`src/rtl/coh_agent_pkg.sv`:
```
package coh_agent_pkg;

    typedef enum logic [3:0] {
        LS_I       = 4'd0,
        LS_S       = 4'd1,
        LS_E       = 4'd2,
        LS_M       = 4'd3,
        LS_WAIT_TD = 4'd4,
        LS_WAIT_D  = 4'd5,
        LS_WAIT_T  = 4'd6,
        LS_IDIRTY  = 4'd7,
        LS_S_UPG   = 4'd8
    } line_state_e;

    typedef enum logic [2:0] {
        IN_TAG       = 3'd0,
        IN_WAKE      = 3'd1,
        IN_INV       = 3'd2,
        IN_XFER      = 3'd3,
        IN_WB        = 3'd4,
        IN_DATA_HOME = 3'd5,
        IN_DATA_PEER = 3'd6
    } in_kind_e;

    typedef enum logic [2:0] {
        OUT_RD_REQ    = 3'd0,
        OUT_WR_REQ    = 3'd1,
        OUT_INV_ACK   = 3'd2,
        OUT_COH_ACK   = 3'd3,
        OUT_XFER_ACK  = 3'd4,
        OUT_PEER_DATA = 3'd5,
        OUT_WB_NULL   = 3'd6,
        OUT_WB_DATA   = 3'd7
    } out_kind_e;

    localparam int VC_W = 3;
    localparam logic [VC_W-1:0] VC_REQ    = 3'd0;
    localparam logic [VC_W-1:0] VC_PEER   = 3'd2;
    localparam logic [VC_W-1:0] VC_ACK    = 3'd3;
    localparam logic [VC_W-1:0] VC_WBRESP = 3'd4;

    function automatic logic [VC_W-1:0] chan_for(input out_kind_e k);
        case (k)
            OUT_RD_REQ, OUT_WR_REQ:                return VC_REQ;
            OUT_PEER_DATA:                         return VC_PEER;
            OUT_WB_NULL, OUT_WB_DATA:              return VC_WBRESP;
            default:                               return VC_ACK;
        endcase
    endfunction

    function automatic logic is_fill_state(input line_state_e s);
        return (s == LS_S) || (s == LS_E) || (s == LS_M);
    endfunction

endpackage

```
`src/rtl/coh_agent_txbuf.sv`:
```
module coh_agent_txbuf
    import coh_agent_pkg::*;
#(
    parameter int VAL_W = 8,
    parameter int ID_W  = 2
) (
    input  logic             clk,
    input  logic             rst,
    input  logic             load,
    input  out_kind_e        kind,
    input  logic [VAL_W-1:0] value,
    input  logic [ID_W-1:0]  target,
    input  logic             upgrade,
    input  logic             out_ready,
    output logic             can_emit,
    output logic             out_valid,
    output out_kind_e        out_kind,
    output logic [VC_W-1:0]  out_vc,
    output logic [VAL_W-1:0] out_value,
    output logic [ID_W-1:0]  out_target,
    output logic             out_upgrade
);

    always_ff @(posedge clk) begin
        if (rst) begin
            out_valid   <= 1'b0;
            out_kind    <= OUT_RD_REQ;
            out_value   <= '0;
            out_target  <= '0;
            out_upgrade <= 1'b0;
        end else if (load) begin
            out_valid   <= 1'b1;
            out_kind    <= kind;
            out_value   <= value;
            out_target  <= target;
            out_upgrade <= upgrade;
        end else if (out_ready) begin
            out_valid   <= 1'b0;
        end
    end

    assign can_emit = !out_valid || out_ready;
    assign out_vc   = chan_for(out_kind);

    AST_OUT_HOLD: assert property (@(posedge clk) disable iff (rst)
        out_valid && !out_ready |=> out_valid && $stable(out_kind) && $stable(out_value)
                                    && $stable(out_target));

    AST_ACK_CHANNEL: assert property (@(posedge clk) disable iff (rst)
        out_valid && (out_kind inside {OUT_INV_ACK, OUT_COH_ACK, OUT_XFER_ACK})
        |-> out_vc == 3'd3);

    AST_NO_LOAD_WHEN_FULL: assert property (@(posedge clk) disable iff (rst)
        out_valid && !out_ready |-> !load);

endmodule

```
`src/rtl/coh_agent_ctrl.sv`:
```
module coh_agent_ctrl
    import coh_agent_pkg::*;
#(
    parameter int VAL_W = 8,
    parameter int ID_W  = 2
) (
    input  logic             clk,
    input  logic             rst,
    input  logic             in_valid,
    input  in_kind_e         in_kind,
    input  logic [VAL_W-1:0] in_value,
    input  logic [ID_W-1:0]  in_target,
    input  line_state_e      in_next,
    input  logic             req_valid,
    input  logic             req_store,
    input  logic [VAL_W-1:0] req_data,
    input  logic             can_emit,
    output logic             in_take,
    output logic             req_take,
    output logic             emit,
    output out_kind_e        emit_kind,
    output logic [VAL_W-1:0] emit_value,
    output logic [ID_W-1:0]  emit_target,
    output logic             emit_upgrade,
    output line_state_e      state_q,
    output logic [VAL_W-1:0] value_q,
    output logic             blocked_q,
    output logic             err_q
);

    line_state_e      state_d, saved_q, saved_d;
    logic [VAL_W-1:0] value_d;
    logic             blocked_d, xfer_q, xfer_d, err_d, bad;

    assign in_take  = in_valid && can_emit;
    assign req_take = req_valid && !in_valid && can_emit;

    always_comb begin
        state_d      = state_q;
        saved_d      = saved_q;
        value_d      = value_q;
        blocked_d    = blocked_q;
        xfer_d       = xfer_q;
        err_d        = err_q;
        bad          = 1'b0;
        emit         = 1'b0;
        emit_kind    = OUT_RD_REQ;
        emit_value   = '0;
        emit_target  = '0;
        emit_upgrade = 1'b0;
        if (in_take) begin
            bad = 1'b1;
            case (state_q)
                LS_I, LS_IDIRTY, LS_WAIT_TD: begin
                    if (in_kind == IN_XFER) begin
                        bad         = 1'b0;
                        emit        = 1'b1;
                        emit_kind   = OUT_PEER_DATA;
                        emit_value  = value_q;
                        emit_target = in_target;
                    end else if (in_kind == IN_WB) begin
                        bad        = 1'b0;
                        emit       = 1'b1;
                        emit_value = value_q;
                        if (state_q == LS_IDIRTY) begin
                            emit_kind = OUT_WB_DATA;
                            state_d   = LS_I;
                        end else begin
                            emit_kind = OUT_WB_NULL;
                        end
                    end else if (state_q == LS_WAIT_TD) begin
                        if (in_kind == IN_TAG && is_fill_state(in_next)) begin
                            bad     = 1'b0;
                            saved_d = in_next;
                            state_d = LS_WAIT_D;
                        end else if (in_kind == IN_DATA_HOME || in_kind == IN_DATA_PEER) begin
                            bad     = 1'b0;
                            value_d = in_value;
                            xfer_d  = (in_kind == IN_DATA_PEER);
                            state_d = LS_WAIT_T;
                        end
                    end
                end
                LS_WAIT_D: begin
                    if (in_kind == IN_DATA_HOME || in_kind == IN_DATA_PEER) begin
                        bad       = 1'b0;
                        emit      = 1'b1;
                        emit_kind = (in_kind == IN_DATA_PEER) ? OUT_XFER_ACK : OUT_COH_ACK;
                        value_d   = in_value;
                        state_d   = saved_q;
                        blocked_d = 1'b0;
                    end
                end
                LS_WAIT_T: begin
                    if (in_kind == IN_TAG && is_fill_state(in_next)) begin
                        bad       = 1'b0;
                        emit      = 1'b1;
                        emit_kind = xfer_q ? OUT_XFER_ACK : OUT_COH_ACK;
                        state_d   = in_next;
                        blocked_d = 1'b0;
                        xfer_d    = 1'b0;
                    end
                end
                LS_S, LS_E, LS_M: begin
                    if (in_kind == IN_INV) begin
                        bad       = 1'b0;
                        emit      = 1'b1;
                        emit_kind = OUT_INV_ACK;
                        state_d   = (state_q == LS_M) ? LS_IDIRTY : LS_I;
                    end
                end
                LS_S_UPG: begin
                    if (in_kind == IN_INV) begin
                        bad       = 1'b0;
                        emit      = 1'b1;
                        emit_kind = OUT_INV_ACK;
                        state_d   = LS_WAIT_TD;
                    end else if (in_kind == IN_WAKE) begin
                        bad       = 1'b0;
                        emit      = 1'b1;
                        emit_kind = OUT_COH_ACK;
                        state_d   = LS_M;
                        blocked_d = 1'b0;
                    end
                end
                default: ;
            endcase
            if (bad) err_d = 1'b1;
        end else if (req_take) begin
            case (state_q)
                LS_I: begin
                    if (!blocked_q) begin
                        emit      = 1'b1;
                        emit_kind = req_store ? OUT_WR_REQ : OUT_RD_REQ;
                        state_d   = LS_WAIT_TD;
                        blocked_d = 1'b1;
                    end
                end
                LS_S: begin
                    if (req_store && !blocked_q) begin
                        emit         = 1'b1;
                        emit_kind    = OUT_WR_REQ;
                        emit_upgrade = 1'b1;
                        state_d      = LS_S_UPG;
                        blocked_d    = 1'b1;
                    end
                end
                LS_E: begin
                    if (req_store) begin
                        value_d = req_data;
                        state_d = LS_M;
                    end
                end
                LS_M: begin
                    if (req_store) value_d = req_data;
                end
                default: ;
            endcase
        end
    end

    always_ff @(posedge clk) begin
        if (rst) begin
            state_q   <= LS_I;
            saved_q   <= LS_I;
            value_q   <= '0;
            blocked_q <= 1'b0;
            xfer_q    <= 1'b0;
            err_q     <= 1'b0;
        end else begin
            state_q   <= state_d;
            saved_q   <= saved_d;
            value_q   <= value_d;
            blocked_q <= blocked_d;
            xfer_q    <= xfer_d;
            err_q     <= err_d;
        end
    end

    AST_BUSY_ONLY_TRANSIENT: assert property (@(posedge clk) disable iff (rst)
        blocked_q |-> (state_q inside {LS_WAIT_TD, LS_WAIT_D, LS_WAIT_T, LS_S_UPG}));

    AST_REQ_NOT_WHILE_BUSY: assert property (@(posedge clk) disable iff (rst)
        emit && (emit_kind inside {OUT_RD_REQ, OUT_WR_REQ}) |-> !blocked_q);

    AST_REQ_SETS_BUSY: assert property (@(posedge clk) disable iff (rst)
        emit && (emit_kind inside {OUT_RD_REQ, OUT_WR_REQ}) |=> blocked_q);

    AST_ACK_FREES: assert property (@(posedge clk) disable iff (rst)
        emit && (emit_kind inside {OUT_COH_ACK, OUT_XFER_ACK}) |=> !blocked_q
                                                                  && is_fill_state(state_q));

    AST_ERR_STICKY: assert property (@(posedge clk) disable iff (rst)
        err_q |=> err_q);

    AST_ERR_FREEZE: assert property (@(posedge clk) disable iff (rst)
        $rose(err_q) |-> $stable(state_q) && $stable(value_q));

endmodule

```
`src/rtl/coh_agent.sv`:
```
module coh_agent
    import coh_agent_pkg::*;
#(
    parameter int VAL_W = 8,
    parameter int ID_W  = 2
) (
    input  logic             clk,
    input  logic             rst,
    input  logic             req_valid,
    input  logic             req_op,
    input  logic [VAL_W-1:0] req_data,
    output logic             req_ready,
    input  logic             in_valid,
    input  logic [2:0]       in_type,
    input  logic [VAL_W-1:0] in_value,
    input  logic [ID_W-1:0]  in_target,
    input  logic [3:0]       in_next,
    output logic             in_ready,
    output logic             out_valid,
    input  logic             out_ready,
    output logic [2:0]       out_type,
    output logic [2:0]       out_vc,
    output logic [VAL_W-1:0] out_value,
    output logic [ID_W-1:0]  out_target,
    output logic             out_upgrade,
    output logic [3:0]       line_state,
    output logic [VAL_W-1:0] line_value,
    output logic             busy,
    output logic             proto_err
);

    logic             can_emit, emit, emit_upgrade;
    out_kind_e        emit_kind, held_kind;
    logic [VAL_W-1:0] emit_value;
    logic [ID_W-1:0]  emit_target;
    line_state_e      cur_state;

    coh_agent_ctrl #(.VAL_W(VAL_W), .ID_W(ID_W)) u_ctrl (
        .clk          (clk),
        .rst          (rst),
        .in_valid     (in_valid),
        .in_kind      (in_kind_e'(in_type)),
        .in_value     (in_value),
        .in_target    (in_target),
        .in_next      (line_state_e'(in_next)),
        .req_valid    (req_valid),
        .req_store    (req_op),
        .req_data     (req_data),
        .can_emit     (can_emit),
        .in_take      (in_ready),
        .req_take     (req_ready),
        .emit         (emit),
        .emit_kind    (emit_kind),
        .emit_value   (emit_value),
        .emit_target  (emit_target),
        .emit_upgrade (emit_upgrade),
        .state_q      (cur_state),
        .value_q      (line_value),
        .blocked_q    (busy),
        .err_q        (proto_err)
    );

    coh_agent_txbuf #(.VAL_W(VAL_W), .ID_W(ID_W)) u_txbuf (
        .clk         (clk),
        .rst         (rst),
        .load        (emit),
        .kind        (emit_kind),
        .value       (emit_value),
        .target      (emit_target),
        .upgrade     (emit_upgrade),
        .out_ready   (out_ready),
        .can_emit    (can_emit),
        .out_valid   (out_valid),
        .out_kind    (held_kind),
        .out_vc      (out_vc),
        .out_value   (out_value),
        .out_target  (out_target),
        .out_upgrade (out_upgrade)
    );

    assign out_type   = held_kind;
    assign line_state = cur_state;

    AST_STALL_FREEZES_STATE: assert property (@(posedge clk) disable iff (rst)
        out_valid && !out_ready |=> $stable(line_state));

endmodule

```
`config.mk`:
```
export PLATFORM = sky130hd
export DESIGN_NAME = coh_agent
export DESIGN_NICKNAME = d
export VERILOG_FILES = /design/src/rtl/coh_agent_pkg.sv /design/src/rtl/coh_agent_txbuf.sv /design/src/rtl/coh_agent_ctrl.sv /design/src/rtl/coh_agent.sv
export SDC_FILE = /design/constraint.sdc
export NUM_CORES = 1
export LEC_CHECK = 0
export BUFFER_PORTS_ARGS = -buffer_cell sky130_fd_sc_hd__buf_2
export CAP_MARGIN = 10
export CORE_MARGIN = 3
export CORE_UTILIZATION = 25
export CTS_BUF_LIST = sky130_fd_sc_hd__clkbuf_4 sky130_fd_sc_hd__clkbuf_8
export DETAILED_ROUTE_END_ITERATION = 10
export PLACE_DENSITY = 0.46
export SLEW_MARGIN = 20
export SYNTH_ARGS = -nofsm -noshare
export SYNTH_HDL_FRONTEND = slang
export SYNTH_SLANG_ARGS = --single-unit
```
`constraint.sdc`:
```
create_clock -name clk -period 1.9 [get_ports clk]
set_input_delay 0.38 -clock clk [delete_from_list [all_inputs] [get_ports clk]]
set_output_delay 0.38 -clock clk [all_outputs]
set_load 0.02 [all_outputs]
```
==> results of run 1 <==
## metrics by stage
step                cells  utilization  setup TNS, ns  total power, mW  instance area, um2
floorplan             247            -         -0.853             1.01                2150
global placement      459        0.378          -9.46             1.21                2990
detailed placement    459        0.378         -10.21             1.21                2990
CTS                   476        0.416          -1.29             1.97                3300
global route          477        0.426          -3.36             2.05                3380
finish                477        0.426          -1.11             1.96                3380
## worst max path at each step
stage | start | cells after the start | slack [ns] | endpoint
after floorplan | u_ctrl.state_q[2] | 8 | -0.17 | u_ctrl.state_q[2]
after global placement | in_type[1] | 7 | -0.42 | u_txbuf.out_kind[2]
after detailed placement | in_type[1] | 7 | -0.50 | u_txbuf.out_value[2]
after CTS | u_ctrl.state_q[2] | 6 | -0.14 | u_ctrl.state_q[3]
after global routing | u_ctrl.state_q[1] | 7 | -0.20 | u_ctrl.xfer_q
final | u_ctrl.state_q[2] | 6 | -0.13 | u_ctrl.state_q[3]
## worst max-delay path, stage by stage, from the launching register on
cell	delay, ns
dfxtp_4	0.36
or3_4	0.39
o31a_1	0.25
a311oi_2	0.26
o311a_4	0.27
a31oi_4	0.05
mux2_4	0.33
## placed cells by master, fill, tap and decap left out, drive strengths merged, types with 4 or more instances in the layout
cell type	instances
a21oi	10
a221oi	5
a22o	12
a311oi	9
buf	138
clkbuf	7
dfxtp	34
inv	4
mux2i	5
nand2	34
nand2b	6
nor2	25
nor2b	6
nor3	5
nor3b	6
o21ai	5
o22ai	5
## area by class of cell
cell class | count | share of cell area
multi-input combinational | 191 | 0.442
tap | 102 | 0.0378
timing repair buffer | 138 | 0.274
sequential | 34 | 0.206
inverter | 4 | 0.00444
clock buffer | 7 | 0.0267
clock inverter | 1 | 0.00889
## registers in the layout, summed over array words and instances, names as in the netlist, 2 cells and up
register	count
u_ctrl.value_q	8
u_txbuf.out_value	8
u_ctrl.saved_q	4
u_ctrl.state_q	4
u_txbuf.out_kind	3
u_txbuf.out_target	2
## synth_stat cells (3+ instances only)
cell	instances	share of area
a22oi_1	3	0.011
mux2i_1	5	0.024
o221ai_1	3	0.012
a221oi_1	3	0.012
a21o_1	3	0.011
nand3b_1	3	0.011
clkbuf_1	7	0.012
buf_6	3	0.016
o21ai_0	5	0.012
dfxtp_1	34	0.32
or3_1	3	0.0089
nand2_1	34	0.061
nor2_1	24	0.043
nand2b_1	6	0.018
nand3_1	3	0.0071
nor3_1	3	0.0071
nor3b_1	5	0.018
o22ai_1	4	0.012
a22o_1	12	0.050
a21oi_1	10	0.024
nor2b_1	6	0.018
inv_1	4	0.0071
a311oi_1	8	0.033
buf_2	6	0.014
## routing by layer
metal  GRT usage  vias up  wire [um]
li1            -     1182          -
met1       0.204     1102       3430
met2       0.254       59       3450
met3      0.0337        7        392
met4      0.0458        0         86
met5           0        -          0
## power groups by stage
stage                     clock network, mW  registers (mW)  logic, mW
final                                 0.713           0.746      0.504
after global routing                  0.754           0.750      0.546
after CTS                             0.735           0.749      0.488
after detailed placement                  0           0.766      0.445
after global placement                    0           0.766      0.447
after floorplan                           0           0.785      0.223
## timing repair
item / 4_1_cts / 5_1_grt
buffers inserted: 9 / 1
pin swaps: 11 / 11
setup endpoints to repair: 29 / 28
hold endpoints to repair: 0 / 0
resized for setup: 26 / 14
## logic make-up after synthesis
| kind of cell | count (synthesis) | share of synthesized area |
|---|---|---|
| AND/OR/NAND/NOR | 106 | 0.272 |
| AO/OA/AOI/OAI | 74 | 0.291 |
| flip-flops | 34 | 0.324 |
| buffers and inverters | 22 | 0.0571 |
| multiplexers | 8 | 0.0434 |
| XOR/XNOR | 3 | 0.0125 |
==> flow_summary_export.csv, run 1 <==
group,metric,value,unit
min_path,hp-class,"input pin to flop",
cells_and_area,insertedDiodeCount,0,
routing,vias_per_cell,4.93,
cells_and_area,drive_gt1_frac,0.517,
die,die_area,0.00955,mm2
timing,hold_viol,0,
pwr,intPower,1.41,mW
global_route,grt_max_degree,29,
synth,ys_ff_latch,34,
outcome,outcome,"finished with violations",
global_route,gr-total-overflow,0,
cells_and_area,filler_cell_count,818,
pwr,swShare,0.281,
clock_tree,clock_sinks,34,
synth,yosysWarnings,0,
global_route,grt_pass1_wl,12000,um
run,max_cap_viol_count,0,
die,rows,32,
synth,synth_edf_count,0,
pwr,pwr-share-comb,0.257,
clock_tree,h-tree-depth,2,
pwr,p_leak,1.48,nW
setup_path,worstSetupPathType,"flop to flop",
setup_path,timing.rr.end,"u_ctrl.state_q[3]",
timing,rsz0062_at_grt,"true",
timing,relSlewSlack,0.695,
clock_tree,insertion_delay,0.29,ns
synth,async_flop_share,0,
timing,min_period,2.03,ns
pwr,switchingPower,0.551,mW
routing,drt_iter0_drc,77,
synth,syn-num-nets,278,
global_route,grt_pass1_vias,2402,
min_path,hold_path_end,"u_txbuf.out_target[0]",
timing,worstMarginPinSlew,0.457,ns
placement,io_buffers,64,
cells_and_area,multi_input_area,0.00149,mm2
placement,dp_hpwl,5600,um
setup_path,crit_path_start_kind,"flop",
cells_and_area,area_growth,60.6,%
setup_path,crit_path_max_fanout,4,
clock_tree,cts_tree,"yes",
die,die_h,97.7,um
clock_tree,clkTransAtPathRegs,0.08,ns
synth,ys.flop_type,"dfxtp_1",
die,io_pins,65,
min_path,hold-path-cell-count,2,
timing,fmax,493,MHz
timing,whs,0.315,ns
synth,syn_area_per_cell,8.52,um2
die,die_w,97.7,um
timing,min_period_over_period,1.07,
outcome,failed_checks,"setup timing",
timing,skew,0.00944,ns
clock_tree,clock_path_buffers,2,
synth,synth_cells,247,
clock_tree,cts_root_buffer,"clkbuf_8",
placement,place_ws,-0.497,ns
setup_path,crit_arrival,2.20,ns
pwr,p_seq_frac,0.380,
pwr,powerDensity,581,mW/mm2
routing,wl_per_cell,15.4,um
synth,syn_area,0.00210,mm2
routing,dr.pass1.iters,4,
setup_path,end_kind,"flop",
routing,wl,7350,um
global_route,antenna_found_initial,0,
routing,routed-via-count,2350,
synth,ys_seq_area_frac,0.324,
clock_tree,hold_buffers,0,
cells_and_area,seq_area,696,um2
pwr,ir_drop,0.000280,V
synth,yosysUniqueCellTypes,63,
setup_path,reg2reg_slack,-0.13,ns
pwr,power_frac_clock,0.363,
clock_tree,numCtsBuffers,5,
routing,remaining_drc_errors,0,
timing,fin_ws,-0.130,ns
routing,ant_nets,0,
die,coreArea,0.00793,mm2
global_route,grt_usage,0.155,
setup_path,reg2reg_depth,6,
setup_path,crit_required,2.07,ns
setup_path,r2r_start,"u_ctrl.state_q[2]",
timing,slew_viol_final,0,
min_path,min-delay-start,"in_target[0]",
timing,finalSetupViolations,19,
die,initial_utilization,0.265,
placement,place_congestion,0.849,
cells_and_area,final_nets,405,
No activity file was read; power rests on OpenSTA's default activity.
==> run 2, diff against run 1 <==
==> constraint.sdc (replaced) <==
create_clock -name clk -period 1.9 [get_ports clk]
set_input_delay 0.095 -clock clk [delete_from_list [all_inputs] [get_ports clk]]
set_output_delay 0.095 -clock clk [all_outputs]
set_load 0.02 [all_outputs]
==> flow_summary_export.csv, run 2 (synthesis gave the netlist of run 1 again) <==
group,metric,value,unit
placement,placed_cells,448,
routing,dr.pass1.iters,4,
timing,fmax,497,MHz
routing,wl_met3,430,um
routing,wl_met2,3320,um
clock_tree,clock_sinks,34,
pwr,switchingPower,0.534,mW
timing,hold_viol,0,
routing,wl,7000,um
pwr,p_seq_frac,0.393,
clock_tree,hold_buffers,0,
cells_and_area,final_common_cell,"buf_2",
global_route,antenna_found_initial,0,
pwr,pwr-share-comb,0.247,
setup_path,reg2reg_slack,-0.11,ns
global_route,gr-total-overflow,0,
global_route,grt_max_degree,17,
routing,vias_per_cell,4.92,
clock_tree,numCtsBuffers,5,
die,coreArea,0.00793,mm2
die,die_h,97.7,um
outcome,outcome,"finished with violations",
global_route,grt_pass1_wl,11200,um
routing,wl_met1,3180,um
die,die_w,97.7,um
placement,place_congestion,0.870,
placement,dp_hpwl,5380,um
timing,min_period,2.01,ns
cells_and_area,layout_common_cells,"64 x buf_2, 52 x buf_4, 31 x nand2_1, 31 x dfxtp_1, 21 x nor2_1",
setup_path,cp-startpoint,"u_ctrl.state_q[1]",
placement,io_buffers,64,
timing,finalSetupViolations,17,
min_path,hp-class,"input pin to flop",
clock_tree,h-tree-depth,2,
setup_path,cp-endpoint,"u_ctrl.xfer_q",
pwr,p_leak,1.41,nW
routing,wl_per_cell,15.1,um
timing,relSlewSlack,0.681,
setup_path,reg2reg_depth,7,
die,initial_utilization,0.265,
clock_tree,insertion_delay,0.29,ns
pwr,power_frac_clock,0.361,
clock_tree,clkTransAtPathRegs,0.07,ns
setup_path,r2r_start,"u_ctrl.state_q[1]",
timing,rsz0062_at_grt,"true",
cells_and_area,stdcell_area,0.00325,mm2
clock_tree,cts_tree,"yes",
routing,top_layer_used,"met4",
setup_path,crit_path_max_fanout,5,
clock_tree,clock_path_buffers,2,
cells_and_area,drive_gt1_frac,0.485,
cells_and_area,reg_top3,"u_ctrl.value_q x8, u_txbuf.out_value x8",
timing,slew_viol_final,0,
pwr,intPower,1.37,mW
die,die_area,0.00955,mm2
cells_and_area,final_util,0.410,
routing,drt_iter0_drc,113,
global_route,grt_usage,0.146,
timing,min_period_over_period,1.06,
timing,worstMarginPinSlew,0.474,ns
setup_path,crit_arrival,2.18,ns
cells_and_area,area_growth,54.5,%
pwr,ir_drop,0.000240,V
setup_path,end_kind,"flop",
routing,routed-via-count,2277,
die,io_pins,65,
cells_and_area,final_nets,392,
routing,ant_nets,0,
global_route,grt_pass1_vias,2231,
routing,remaining_drc_errors,0,
outcome,failed_checks,"setup timing",
setup_path,crit_required,2.07,ns
pwr,swShare,0.280,
die,rows,32,
placement,placed_area,0.00291,mm2
timing,skew,0.00823,ns
setup_path,worstSetupPathType,"flop to flop",
cells_and_area,finalNonFillerCells,463,
setup_path,crit_path_start_kind,"flop",
pwr,powerDensity,587,mW/mm2
run,max_cap_viol_count,0,
timing,finalSetupTns,-0.721,ns
cells_and_area,insertedDiodeCount,0,
clock_tree,cts_root_buffer,"clkbuf_8",
timing,fin_ws,-0.114,ns
setup_path,timing.rr.end,"u_ctrl.xfer_q",
run 2: metal layers:
layer  up-vias  global-route usage
met1      1052               0.194
met5         -                   0
li1       1154                   -
met4         0              0.0437
met2        65               0.234
met3         6              0.0337
run 2: timing repair:
action                     in CTS  in global routing
setup endpoints to repair      27                 31
pin swaps                       8                  9
gates resized for setup        12                 18
setup buffers                   4                  4
gates cloned                    0                  1
run 2: power groups by stage:
stage	clock network (mW)	registers (mW)	logic (mW)
after floorplan	0	0.785	0.223
after global placement	0	0.765	0.423
after detailed placement	0	0.765	0.420
after CTS	0.711	0.748	0.446
after global routing	0.734	0.751	0.512
final	0.688	0.749	0.470
run 2: worst max-delay path, cell delays in order, from the launching register on:
cell      delay, ns
dfxtp_4        0.36
or2_4          0.26
a21o_1         0.22
buf_6          0.13
or3_4          0.36
a221oi_2       0.30
mux2i_1        0.22
nor2_1         0.05
run 2: area by class of cell:
type                       instances  area [um2]
fill                             807        4680
multi-input combinational        191        1450
timing repair buffer             125         852
sequential                        34         689
tap                              102         128
clock buffer                       6        82.6
clock inverter                     1        30.0
inverter                           4        15.0
run 2: worst min path at each step:
| stage | startpoint | to | depth (start not counted) |
|---|---|---|---|
| 2_1_floorplan | in_target[0] | u_txbuf.out_target[0] | 1 |
| 3_3_place_gp | in_target[1] | u_txbuf.out_target[1] | 2 |
| 3_5_place_dp | in_target[1] | u_txbuf.out_target[1] | 2 |
| 4_1_cts | in_target[1] | u_txbuf.out_target[1] | 2 |
| 5_1_grt | in_target[0] | u_txbuf.out_target[0] | 2 |
| 6_report | in_target[1] | u_txbuf.out_target[1] | 2 |
run 2: stage by stage:
stage | hold WS (ns) | setup WS [ns] | power [mW]
after floorplan | 0.228 | -0.167 | 1.01
after detailed placement | 0.325 | -0.349 | 1.18
after CTS | 0.0209 | -0.119 | 1.91
after global placement | 0.317 | -0.275 | 1.19
after global routing | 0.0305 | -0.182 | 2.00
final | 0.0299 | -0.114 | 1.91
==> run 3, diff against run 2 <==
--- a/config.mk
+++ b/config.mk
@@ -15,4 +15,5 @@
 export SLEW_MARGIN = 20
 export SYNTH_ARGS = -nofsm -noshare
 export SYNTH_HDL_FRONTEND = slang
+export SYNTH_HIERARCHICAL = 1
 export SYNTH_SLANG_ARGS = --single-unit
==> flow_summary_export.csv, run 3 <==
group,metric,value,unit
synth,yosysWarnings,6,
die,die_h,99.7,um
synth,ys.flop_type,"dfxtp_1",
pwr,ir_drop,0.000295,V
run,max_cap_viol_count,0,
clock_tree,numCtsBuffers,5,
timing,hold_viol,0,
cells_and_area,area_growth,59.9,%
timing,worstMarginPinSlew,0.400,ns
global_route,grt_pass1_vias,2465,
clock_tree,clock_path_buffers,2,
routing,ant_nets,0,
routing,wl_per_cell,15.1,um
min_path,hp-class,"input pin to flop",
cells_and_area,multi_input_area,0.00157,mm2
synth,synth_top_cell_by_area,"dfxtp_1",
die,die_area,0.00994,mm2
setup_path,crit_required,2.07,ns
routing,drt_iter0_drc,190,
cells_and_area,drive_gt1_frac,0.469,
die,die_w,99.7,um
synth,syn_area,0.00220,mm2
setup_path,slowest_stage,"dfxtp_4",
cells_and_area,final_common_cell,"buf_4",
die,initial_utilization,0.262,
routing,dr.pass1.iters,4,
clock_tree,clock_sinks,34,
setup_path,crit_arrival,2.27,ns
synth,syn_area_per_cell,7.76,um2
cells_and_area,seq_area,699,um2
pwr,power_frac_clock,0.288,
setup_path,reg2reg_slack,-0.20,ns
timing,min_period,2.10,ns
timing,relSlewSlack,0.733,
setup_path,crit_chain,"and4b_1 > nor2_4 > o21ai_0 > a31oi_1 > a41oi_2 > a21o_1 > buf_4 > buf_16 > mux2i_1 > nor2_1",
timing,slew_viol_final,0,
synth,synth_edf_count,0,
clock_tree,h-tree-depth,2,
clock_tree,insertion_delay,0.29,ns
routing,wl,7880,um
die,io_pins,65,
placement,io_buffers,64,
cells_and_area,insertedDiodeCount,0,
timing,rsz0062_at_grt,"true",
synth,yosysUniqueCellTypes,56,
pwr,intPower,1.59,mW
cells_and_area,layout_common_cells,"78 x buf_4, 64 x buf_2, 40 x nor2_1",
pwr,p_seq_frac,0.330,
pwr,powerDensity,677,mW/mm2
timing,fmax,477,MHz
cells_and_area,filler_cell_count,891,
cells_and_area,final_nets,448,
timing,skew,0.00671,ns
pwr,pwr-share-comb,0.381,
routing,vias_per_cell,4.94,
setup_path,crit_path_max_fanout,8,
synth,async_flop_share,0,
clock_tree,clkTransAtPathRegs,0.08,ns
clock_tree,cts_root_buffer,"clkbuf_8",
setup_path,worstSetupPathType,"flop to flop",
routing,remaining_drc_errors,0,
setup_path,r2r_start,"u_ctrl/state_q[3]",
pwr,p_leak,1.57,nW
synth,synth.area.top_cells,"dfxtp_1 31%, mux2i_1 7.7%, nor2_1 7.4%, nand2_1 5.3%, o21ai_0 3.9%",
placement,dp_hpwl,5970,um
synth,ys_ff_latch,34,
synth,syn-num-nets,314,
synth,synth_cells,283,
synth,yosysMostFrequentCell,"nor2_1",
pwr,swShare,0.333,
synth,yosysTopAreaCellShare,0.310,
timing,min_period_over_period,1.10,
setup_path,end_kind,"flop",
synth,yosys-top-cells-count,"43 x nor2_1, 34 x dfxtp_1, 31 x nand2_1",
clock_tree,cts_tree,"yes",
synth,ys_seq_area_frac,0.310,
die,coreArea,0.00838,mm2
routing,routed-via-count,2584,
outcome,outcome,"finished with violations",
setup_path,critPathMaxStageDelay,0.41,ns
cells_and_area,final_util,0.419,
pwr,switchingPower,0.791,mW
timing,finalSetupViolations,19,
timing,finalSetupTns,-2.83,ns
min_path,hold_path_end,"u_ctrl/value_q[0]",
global_route,gr-total-overflow,0,
setup_path,crit_path_start_kind,"flop",
global_route,grt_pass1_wl,12500,um
timing,fin_ws,-0.197,ns
min_path,hold-path-cell-count,3,
global_route,grt_max_degree,21,
setup_path,reg2reg_depth,10,
min_path,min-delay-start,"in_value[0]",
cells_and_area,reg_top3,"u_ctrl/value_q x8, u_txbuf/out_value x8",
die,rows,33,
global_route,grt_usage,0.157,
placement,place_congestion,0.856,
setup_path,timing.rr.end,"u_txbuf/out_value[5]",
global_route,antenna_found_initial,0,
outcome,failed_checks,"setup timing",
run 3: cell count changes in the layout (fill, tap and decap cells not counted), moves of 7 or more:
cell     change
o21ai_0      +7
and2_1       +7
mux2i_1     +12
a22o_1      -12
buf_4       +26
nor2_1      +19
run 3: worst max-delay path, delay by kind of cell (launching register included):
family                 cells  cell delay, ns
buffers and inverters      2            0.29
and+or+nand+nor            3            0.47
DFF                        1            0.41
muxes                      1            0.14
AOI/OAI and AO/OA          4            0.68
run 3: what timing repair did:
action                     in CTS  in global routing
hold buffers                    0                  0
setup endpoints to repair      27                 31
pin swaps                       4                  9
setup buffers                   9                  5
resized for setup              19                 15
gates cloned                    1                  1
run 3: stage by stage:
step	setup WS [ns]	power [mW]	std cells	hold slack (ns)	instance area, um2
2_1_floorplan	-0.119	1.26	283	0.154	2330
3_3_place_gp	-0.250	1.59	500	0.367	3150
3_5_place_dp	-0.290	1.59	500	0.369	3150
4_1_cts	-0.209	2.38	518	0.0505	3430
5_1_grt	-0.317	2.52	523	0.0716	3510
6_report	-0.197	2.38	523	0.0592	3510
run 3: area by class of cell:
| cell class | instances | share of cell area |
|---|---|---|
| clock inverters | 3 | 0.0125 |
| repair buffers | 146 | 0.278 |
| flip-flops and latches | 34 | 0.199 |
| multi-input cells | 225 | 0.446 |
| clock buffers | 5 | 0.0196 |
| inverters | 5 | 0.00748 |
| well taps | 105 | 0.0374 |
run 3: power groups by stage:
stage               combinational (mW)  sequential [mW]  clock (mW)
finish                           0.906            0.786       0.686
global route                     0.984            0.792       0.744
CTS                              0.878            0.786       0.720
detailed placement               0.785            0.803           0
global placement                 0.788            0.802           0
floorplan                        0.434            0.827           0
run 3: cell families after synthesis:
family	after synthesis	synth area share
simple gates	137	0.325
compound gates	66	0.207
flops	34	0.310
buf+inv	24	0.0587
mux	18	0.0826
xor+xnor	3	0.0120
fa+ha+maj	1	0.00456
run 3: worst max-delay path by stage:
stage	startpoint	end
after floorplan	in_type[2]	u_ctrl/state_q[3]
after global placement	in_next[3]	u_ctrl/state_q[3]
after detailed placement	in_next[3]	u_ctrl/state_q[3]
after CTS	u_ctrl/state_q[0]	u_txbuf/out_value[3]
after global routing	u_ctrl/state_q[0]	u_txbuf/out_value[5]
final	u_ctrl/state_q[3]	u_txbuf/out_value[5]
run 3: routing by layer:
metal | vias up | track usage | routed length, um
met1 | 1221 | 0.220 | 3700
met5 | - | 0 | 0
met4 | 0 | 0.0431 | 87
li1 | 1288 | - | -
met2 | 67 | 0.243 | 3670
met3 | 8 | 0.0330 | 416
